[src/rtl/lsm_pkg.sv]
package lsm_pkg;

    typedef struct packed {
        logic mism;   // raw compare result this cycle
        logic flag;   // registered sticky fault
        logic nxt;    // next value of the sticky fault
    } pair_stat_t;

    // Bus enable from the registered fault flags and the rotating role.
    function automatic logic [1:0] enable_for(input logic [1:0] flt, input logic prim);
        logic [1:0] en;
        unique case (flt)
            2'b00:   en = prim ? 2'b10 : 2'b01;
            2'b01:   en = 2'b10;
            2'b10:   en = 2'b01;
            default: en = 2'b00;
        endcase
        return en;
    endfunction

endpackage

[src/rtl/lsm_pair_cmp.sv]
module lsm_pair_cmp #(
    parameter int DATA_W = 16
) (
    input  logic              clk,
    input  logic              rst,
    input  logic              clr,
    input  logic [DATA_W-1:0] mst,
    input  logic [DATA_W-1:0] chk,
    output lsm_pkg::pair_stat_t stat
);
    logic mism;
    logic flag_q;
    logic flag_d;

    assign mism   = (mst != chk);
    // a fresh mismatch outranks the clear strobe
    assign flag_d = mism | (flag_q & ~clr);

    always_ff @(posedge clk) begin
        if (rst) flag_q <= 1'b0;
        else     flag_q <= flag_d;
    end

    assign stat.mism = mism;
    assign stat.flag = flag_q;
    assign stat.nxt  = flag_d;
endmodule

[src/rtl/lsm_role.sv]
module lsm_role #(
    parameter int SWAP_PERIOD = 8
) (
    input  logic       clk,
    input  logic       rst,
    input  logic [1:0] flt,
    output logic       prim
);
    localparam int CNT_W = (SWAP_PERIOD > 1) ? $clog2(SWAP_PERIOD) : 1;
    localparam logic [CNT_W-1:0] LAST = CNT_W'(SWAP_PERIOD - 1);

    logic [CNT_W-1:0] cnt_q;
    logic             prim_q;

    always_ff @(posedge clk) begin
        if (rst) begin
            cnt_q  <= '0;
            prim_q <= 1'b0;
        end else begin
            unique case (flt)
                2'b01: begin cnt_q <= '0; prim_q <= 1'b1; end
                2'b10: begin cnt_q <= '0; prim_q <= 1'b0; end
                2'b11: cnt_q <= '0;
                default: begin
                    if (cnt_q == LAST) begin
                        cnt_q  <= '0;
                        prim_q <= ~prim_q;
                    end else begin
                        cnt_q <= cnt_q + 1'b1;
                    end
                end
            endcase
        end
    end

    assign prim = prim_q;
endmodule

[src/rtl/lockstep_pair_monitor.sv]
module lockstep_pair_monitor #(
    parameter int DATA_W      = 16,
    parameter int SWAP_PERIOD = 8
) (
    input  logic                 clk,
    input  logic                 rst,
    input  logic                 clr_faults,
    input  logic [1:0][DATA_W-1:0] mst_res,
    input  logic [1:0][DATA_W-1:0] chk_res,
    output logic [1:0]           drive_en,
    output logic [1:0]           pair_fault,
    output logic                 fatal,
    output logic                 fault_irq
);
    import lsm_pkg::*;

    pair_stat_t stat [2];
    logic [1:0] mism;
    logic [1:0] flt_nxt;
    logic       prim;
    logic       fatal_q;
    logic       irq_q;

    for (genvar g = 0; g < 2; g++) begin : g_pair
        lsm_pair_cmp #(.DATA_W(DATA_W)) u_cmp (
            .clk  (clk),
            .rst  (rst),
            .clr  (clr_faults),
            .mst  (mst_res[g]),
            .chk  (chk_res[g]),
            .stat (stat[g])
        );
        assign pair_fault[g] = stat[g].flag;
        assign mism[g]       = stat[g].mism;
        assign flt_nxt[g]    = stat[g].nxt;
    end

    lsm_role #(.SWAP_PERIOD(SWAP_PERIOD)) u_role (
        .clk  (clk),
        .rst  (rst),
        .flt  (pair_fault),
        .prim (prim)
    );

    always_ff @(posedge clk) begin
        if (rst) begin
            fatal_q <= 1'b0;
            irq_q   <= 1'b0;
        end else begin
            fatal_q <= (fatal_q & ~clr_faults) | (&mism);
            irq_q   <= |(flt_nxt & ~pair_fault);
        end
    end

    assign drive_en  = enable_for(pair_fault, prim);
    assign fatal     = fatal_q;
    assign fault_irq = irq_q;
endmodule

[config.mk]
export PLATFORM = sky130hd
export DESIGN_NAME = lockstep_pair_monitor
export DESIGN_NICKNAME = d
export VERILOG_FILES = /design/src/rtl/lsm_pkg.sv /design/src/rtl/lsm_pair_cmp.sv /design/src/rtl/lsm_role.sv /design/src/rtl/lockstep_pair_monitor.sv
export SDC_FILE = /design/constraint.sdc
export NUM_CORES = 1
export LEC_CHECK = 0
export ABC_CLOCK_PERIOD_IN_PS = 2500
export CORE_UTILIZATION = 33
export CTS_CLUSTER_SIZE = 24
export DETAILED_ROUTE_END_ITERATION = 10
export GPL_ROUTABILITY_DRIVEN = 0
export GPL_TIMING_DRIVEN = 0
export PLACE_DENSITY = 0.89
export SYNTH_ARGS = -nofsm -noshare
export SYNTH_HDL_FRONTEND = slang
export SYNTH_HIERARCHICAL = 1
export SYNTH_SLANG_ARGS = --single-unit
[constraint.sdc]
create_clock -name clk -period 2.5 [get_ports clk]
set_clock_uncertainty 0.15 [all_clocks]
set_input_delay 0.375 -clock clk [delete_from_list [all_inputs] [get_ports clk]]
set_output_delay 0.375 -clock clk [all_outputs]
set_load 0.005 [all_outputs]
==> impl_metrics.tcl, run 1 <==
set metrics [dict create \
    firstDrtPassIters 3 \
    comb_pwr_share_pct 46.7 \
    pin_count 73 \
    cts-root-buf "sky130_fd_sc_hd__clkbuf_4" \
    area_growth_pct 98.57 \
    antenna_cells_inserted 0 \
    rr_endpoint "u_role/cnt_q[1]$_SDFF_PP0_" \
    track_usage_pct 19.29 \
    rsz_0062_raised_after_global_routing "false" \
    vias_per_cell 4.546 \
    floorplan.die_area_sq_um 2592 \
    final_hold_viol_count 0 \
    cts.reportedPaths.clkPinSlew_ps 50 \
    design.final.nets 242 \
    detail_route.drc_violations 0 \
    critical_path_required_ps 1980 \
    crit-reg2reg-launch "g_pair[0].u_cmp/flag_q$_SDFF_PP0_" \
    avgRoutedWirePerCell_um 10.67 \
    leakage_nw 0.5851 \
    cp_launch_type "register" \
    timing.critical_path.to_type "output port" \
    timing_worst_setup_path_type "register to output port" \
    layout.cells.most_common_list "sky130_fd_sc_hd__clkdlybuf4s50_1, sky130_fd_sc_hd__xnor2_1, sky130_fd_sc_hd__dfxtp_1, sky130_fd_sc_hd__nand4_1" \
    min_period_ps 1913 \
    p_sw_share_pct 23.91 \
    fin_total_pwr_uw 444.5 \
    timing.fmax_ghz 0.5228 \
    period_share_pct 76.51 \
    intPower_uw 338.2 \
    placement.io_buffers 72 \
    cts-htree-levels 1 \
    grt_pass1_wl_um 3657 \
    cts-hold-fix-buffers 0 \
    ffs_latches_synth 8 \
    global_route.overflow_total 0 \
    first_global_vias 941 \
    synthesis.area_per_instance_sq_um 8.489 \
    route.final.wire_length_um 2092 \
    synth-warning-count 6 \
    synth.distinct_cells 17 \
    floorplan.die.height_um 50.91 \
    timing.final.setup_violations 0 \
    initial_util_pct 35.35 \
    worstPathMaxFanout 8 \
    antenna_violations_before_repair 0 \
    power.switching_uw 106.3 \
    insertion_delay_ps 250 \
    outcome "complete, no violations" \
    mappedNetlistArea_sq_um 789.5 \
    critical_path_arrival_ps 1390 \
    die_width_um 50.91 \
    clock_tree_from_tritoncts "built" \
    worst-r2r-cell-count 6 \
    p_per_area_nw_per_um2 283.5 \
    coreArea_sq_um 2233 \
    postLayoutCoreUtil_pct 70.20 \
    cts.sink_count 8 \
    synthesis.instances 93 \
    leading_cell_type_in_the_layout_fill_and_taps_excluded "sky130_fd_sc_hd__clkdlybuf4s50_1" \
    initialDrtViolationCount 6 \
    vdd_ir_drop_max_v 0.0001834 \
    ant_nets 0 \
    numCtsBuffers 3 \
    tns_ps 0 \
    detailedPlacementHpwl_um 1961 \
    postCtsResizedCells 0 \
    seq_power_share_pct 31.1 \
    regToRegSetupSlack_ps 790 \
    synth_seq_area_share_pct 20.29 \
    clockBufferDepth 2 \
    floorplan.rows 17 \
    pwr-share-clk_pct 22.2 \
    timing.hold.worst.class "register to register" \
    maxSlewHeadroom_pct 79.38 \
    whs_path_depth 1 \
    timing.final.max_slew_violations 0 \
    post_route_cells_drive_above_1_share_pct 7.143 \
    hold-path-endpoint "u_role/cnt_q[0]$_SDFF_PP0_" \
    num_vias 891 \
    postSynthNetCount 165 \
    grt_max_degree 10 \
    max_slew.worst_pin.slew_ps 306.8 \
    timing.max_cap.violations 0 \
    hold_path_startpoint "u_role/cnt_q[0]$_SDFF_PP0_" \
    postCtsSetupRepairBufs 0 \
]
area by class of cell:
cell class,count,area [sq um]
Timing Repair Buffer,72,720.7
Fill cell,174,665.6
Multi-Input combinational cell,74,565.5
Sequential cell,8,160.2
Buffer,6,45.04
Tap cell,28,35.03
Clock buffer,3,22.52
Inverter,5,18.77
stage by stage:
step	std cells	cell area, sq um	hold WS [ps]	worst slack, ps
after floorplan	93	789.5	252.7	881.0
after global placement	193	1545	264.6	395.3
after detailed placement	193	1545	277.3	338.9
after CTS	196	1568	286.1	566.0
after global routing	196	1568	313.2	485.5
final	196	1568	280.0	587.1
cells by family (layout without fill, tap and decap cells):
family / after synthesis / after routing / synth area share [%]
xor+xnor: 32 / 32 / 35.50
simple gates: 30 / 30 / 23.45
buf+inv: 11 / 86 / 8.082
flops: 8 / 8 / 20.28
compound gates: 7 / 7 / 4.755
fa+ha+maj: 5 / 5 / 7.924
cells in the mapped netlist:
library cell | number | area, sq um
sky130_fd_sc_hd__a21oi_1 | 6 | 30.03
sky130_fd_sc_hd__nor2b_1 | 1 | 6.260
sky130_fd_sc_hd__and2_4 | 1 | 8.760
sky130_fd_sc_hd__ha_1 | 5 | 62.56
sky130_fd_sc_hd__nand2_1 | 3 | 11.26
sky130_fd_sc_hd__o31ai_1 | 1 | 7.510
sky130_fd_sc_hd__and2_1 | 2 | 12.51
sky130_fd_sc_hd__nor3_1 | 2 | 10.01
sky130_fd_sc_hd__nor2_1 | 4 | 15.01
sky130_fd_sc_hd__xnor2_1 | 32 | 280.3
sky130_fd_sc_hd__nand4_1 | 8 | 50.05
sky130_fd_sc_hd__dfxtp_1 | 8 | 160.2
sky130_fd_sc_hd__nor4_2 | 2 | 25.02
sky130_fd_sc_hd__inv_1 | 5 | 18.77
sky130_fd_sc_hd__nand2b_1 | 5 | 31.28
sky130_fd_sc_hd__buf_4 | 6 | 45.04
sky130_fd_sc_hd__or4_1 | 2 | 15.01
worst max-delay path by stage:
stage,end,startpoint,slack [ps]
global placement,fault_irq$_SDFF_PP0_,chk_res[10],400
global route,drive_en[0],g_pair[1].u_cmp/flag_q$_SDFF_PP0_,490
detailed placement,fault_irq$_SDFF_PP0_,chk_res[18],340
floorplan,u_role/cnt_q[1]$_SDFF_PP0_,g_pair[0].u_cmp/flag_q$_SDFF_PP0_,880
finish,drive_en[0],g_pair[1].u_cmp/flag_q$_SDFF_PP0_,590
CTS,drive_en[0],g_pair[1].u_cmp/flag_q$_SDFF_PP0_,570
power by group through the flow:
stage | Sequential (mW) | Combinational [mW] | Clock [mW]
after CTS | 0.139 | 0.210 | 0.104
after global placement | 0.141 | 0.203 | 0
after global routing | 0.139 | 0.226 | 0.114
final | 0.138 | 0.208 | 0.0985
after detailed placement | 0.141 | 0.209 | 0
after floorplan | 0.141 | 0.0742 | 0
flip-flops by register name, indices dropped and copies added, names as in the netlist:
register             count
g_pair.u_cmp/flag_q      2
u_role/cnt_q             3
fault_irq                1
fatal                    1
u_role/prim              1
critical path: stages (launching register included):
cell and delay, ps:
sky130_fd_sc_hd__dfxtp_1 330, sky130_fd_sc_hd__buf_4 150, sky130_fd_sc_hd__inv_1 40, sky130_fd_sc_hd__a21oi_1 110
sky130_fd_sc_hd__clkdlybuf4s50_1 510
layer usage:
metal	global-route usage, %	vias up	share of wire, %
li1	-	455	-
met3	9.226	6	11
met4	8.333	0	2.3
met1	15.66	383	30
met2	38.16	47	56
met5	0	-	0
No activity file was read; power rests on OpenSTA's default activity.
==> run 2: changes to the inputs <==
- ABC_CLOCK_PERIOD_IN_PS: 2500 -> 1700
- CORE_UTILIZATION: 33 -> 27
- PLACE_DENSITY: 0.89 -> 0.78
- clock period: 2.5 -> 1.7 ns (I/O delays scaled with it)
==> run 2 against run 1 <==
Against the previous run:
- clock power increased by 42%
- hold slack improved by 10 ps
- final area increased by 7.8%
- largest cell class unchanged
- sequential share of layout area decreased by 0.59 points
- non-clock buffer count increased by 1
- worst setup slack got worse by 540 ps
- via count increased by 1.8%
- wire length increased by 9.5%
==> impl_metrics.tcl, run 2 (synthesis results as in run 1) <==
set metrics [dict create \
    initialDrtViolationCount 14 \
    place_inst 196 \
    cts-htree-levels 1 \
    first_global_vias 920 \
    max_flop_register "u_role/cnt_q" \
    leading_cell_type_in_the_layout_fill_and_taps_excluded "sky130_fd_sc_hd__clkdlybuf4s50_1" \
    detailedPlacementHpwl_um 1927 \
    coreArea_sq_um 2758 \
    cp_launch_type "primary input" \
    timing.hold.worst.class "register to register" \
    timing_worst_setup_path_type "primary input to register" \
    detail_route.drc_violations 0 \
    worstPathMaxFanout 3 \
    cts.reportedPaths.clkPinSlew_ps 50 \
    max_slew.worst_pin.slew_ps 255.6 \
    avgRoutedWirePerCell_um 11.46 \
    grt_max_degree 9 \
    outcome "complete, no violations" \
    worst-r2r-cell-count 6 \
    die_width_um 56.08 \
    antenna_cells_inserted 0 \
    post_route_cells_drive_above_1_share_pct 12.43 \
    whs_ps 290.0 \
    track_usage_pct 14.03 \
    leakage_nw 0.8708 \
    hold_path_startpoint "u_role/cnt_q[0]$_SDFF_PP0_" \
    floorplan.die_area_sq_um 3144 \
    timing.critical_path.max_delay_family "buffers and inverters" \
    hold-path-endpoint "u_role/cnt_q[0]$_SDFF_PP0_" \
    clock_tree_from_tritoncts "built" \
    crit-reg2reg-launch "g_pair[0].u_cmp/flag_q$_SDFF_PP0_" \
    biggestRegsByFlops "u_role/cnt_q x3, g_pair.u_cmp/flag_q x2" \
    cts.sink_count 8 \
    slowest_cell_on_crit_path "sky130_fd_sc_hd__clkdlybuf4s50_1" \
    regToRegSetupSlack_ps 50 \
    initial_util_pct 28.63 \
    layout.cells.most_common_list "sky130_fd_sc_hd__clkdlybuf4s50_1, sky130_fd_sc_hd__xnor2_1, sky130_fd_sc_hd__dlymetal6s2s_1" \
    insertion_delay_ps 250 \
    design.final.nets 243 \
    area_growth_pct 114.1 \
    floorplan.rows 19 \
    cp.buffers_inverters 3 \
    antenna_violations_before_repair 0 \
    filler_cell_count 233 \
    vdd_ir_drop_max_v 0.0002857 \
    floorplan.die.height_um 56.08 \
    timing.final.max_slew_violations 0 \
    global_route.overflow_total 0 \
    vias_per_cell 4.535 \
    num_vias 907 \
    pin_count 73 \
    grt_pass1_wl_um 3525 \
    maxSlewHeadroom_pct 82.83 \
    p_per_area_nw_per_um2 384.6 \
    ant_nets 0 \
    whs_path_depth 1 \
    setup.worst_path.start "chk_res[0]" \
    placement.io_buffers 72 \
    largest_register_ff_count 3 \
    crit_path_max_incr_delay_ps 480 \
    critical_path_arrival_ps 1620 \
    postLayoutCoreUtil_pct 61.30 \
    clockBufferDepth 2 \
    period_share_pct 96.95 \
    route.final.wire_length_um 2291 \
    firstDrtPassIters 4 \
    cts-root-buf "sky130_fd_sc_hd__clkbuf_4" \
    final-instance-count-excl-fill 200 \
    timing.critical_path.to_type "register" \
    timing.max_cap.violations 0 \
    critical_path_required_ps 1680 \
    timing.fmax_ghz 0.6067 \
    timing.final.setup_violations 0 \
    crit_chain "clkdlybuf4s50_1, xnor2_1, nand4_1, nor4_4, inv_1, buf_4, nand2_1, a21oi_1" \
    rr_endpoint "u_role/cnt_q[2]$_SDFF_PP0_" \
    final_hold_viol_count 0 \
    numCtsBuffers 3 \
    min_period_ps 1648 \
]
## run 2: cell count changes in the layout (fill, tap and decap cells not counted), moves of 2 or more
cell / before / now
sky130_fd_sc_hd__dlygate4sd2_1: 0 / 10
sky130_fd_sc_hd__dlymetal6s2s_1: 0 / 25
sky130_fd_sc_hd__dfxtp_2: 0 / 2
sky130_fd_sc_hd__clkdlybuf4s50_1: 72 / 37
sky130_fd_sc_hd__nor4_4: 0 / 2
sky130_fd_sc_hd__nor4_2: 2 / 0
sky130_fd_sc_hd__dfxtp_1: 8 / 6
sky130_fd_sc_hd__buf_6: 0 / 2
## run 2: power by group
group          total [mW]  internal (mW)  switching (mW)
sequential          0.205          0.199         0.00596
combinational       0.306          0.211          0.0949
clock               0.140         0.0804          0.0595
## run 2: worst max path at each step
stage                                      end  slack, ps  cells after the start
finish                        fatal$_SDFF_PP0_         50                      8
detailed placement        fault_irq$_SDFF_PP0_       -310                      8
floorplan           u_role/cnt_q[1]$_SDFF_PP0_         80                      6
global placement          fault_irq$_SDFF_PP0_       -300                      8
CTS                       fault_irq$_SDFF_PP0_       -0.3                      8
global route                  fatal$_SDFF_PP0_        -50                      8
## run 2: layer usage
layer | track usage [%] | part of all wire, %
met1 | 13.17 | 34
met2 | 27.72 | 56
met3 | 3.721 | 9.2
met4 | 6.272 | 0.83
met5 | 0 | 0
## run 2: timing repair
action,4_1_cts,5_1_grt
setup endpoints to repair,6,5
hold endpoints to repair,0,0
pin swaps,12,20
hold buffers,0,0
setup buffers,1,1
gates resized for setup,15,34
## run 2: area by class of cell
cell class,instances,area [sq um],share of cell area [%]
Tap cell,31,38.79,2.295
Buffer,5,45.04,2.665
Multi-Input combinational cell,74,616.8,36.49
Sequential cell,8,162.7,9.623
Clock buffer,3,22.52,1.332
Inverter,5,18.77,1.110
Timing Repair Buffer,74,785.8,46.48
## run 2: worst register-to-register path, stage by stage (launching register included)
cell                      delay (ps)
sky130_fd_sc_hd__dfxtp_2         330
sky130_fd_sc_hd__buf_6           120
sky130_fd_sc_hd__inv_2            50
sky130_fd_sc_hd__ha_4            150
sky130_fd_sc_hd__or4_4           550
sky130_fd_sc_hd__nor2_4          110
sky130_fd_sc_hd__and2_4          130
## run 2: metrics by stage
| step | setup TNS (ps) | instance area, sq um | worst slack (ps) | power, mW |
|---|---|---|---|---|
| global route | -88.95 | 1690 | -49.55 | 0.6984 |
| floorplan | 0 | 789.5 | 81.02 | 0.3158 |
| global placement | -751.2 | 1549 | -296.7 | 0.5044 |
| finish | 0 | 1690 | 51.80 | 0.6502 |
| CTS | -0.2532 | 1583 | -0.2532 | 0.6597 |
| detailed placement | -891.4 | 1549 | -309.2 | 0.5144 |
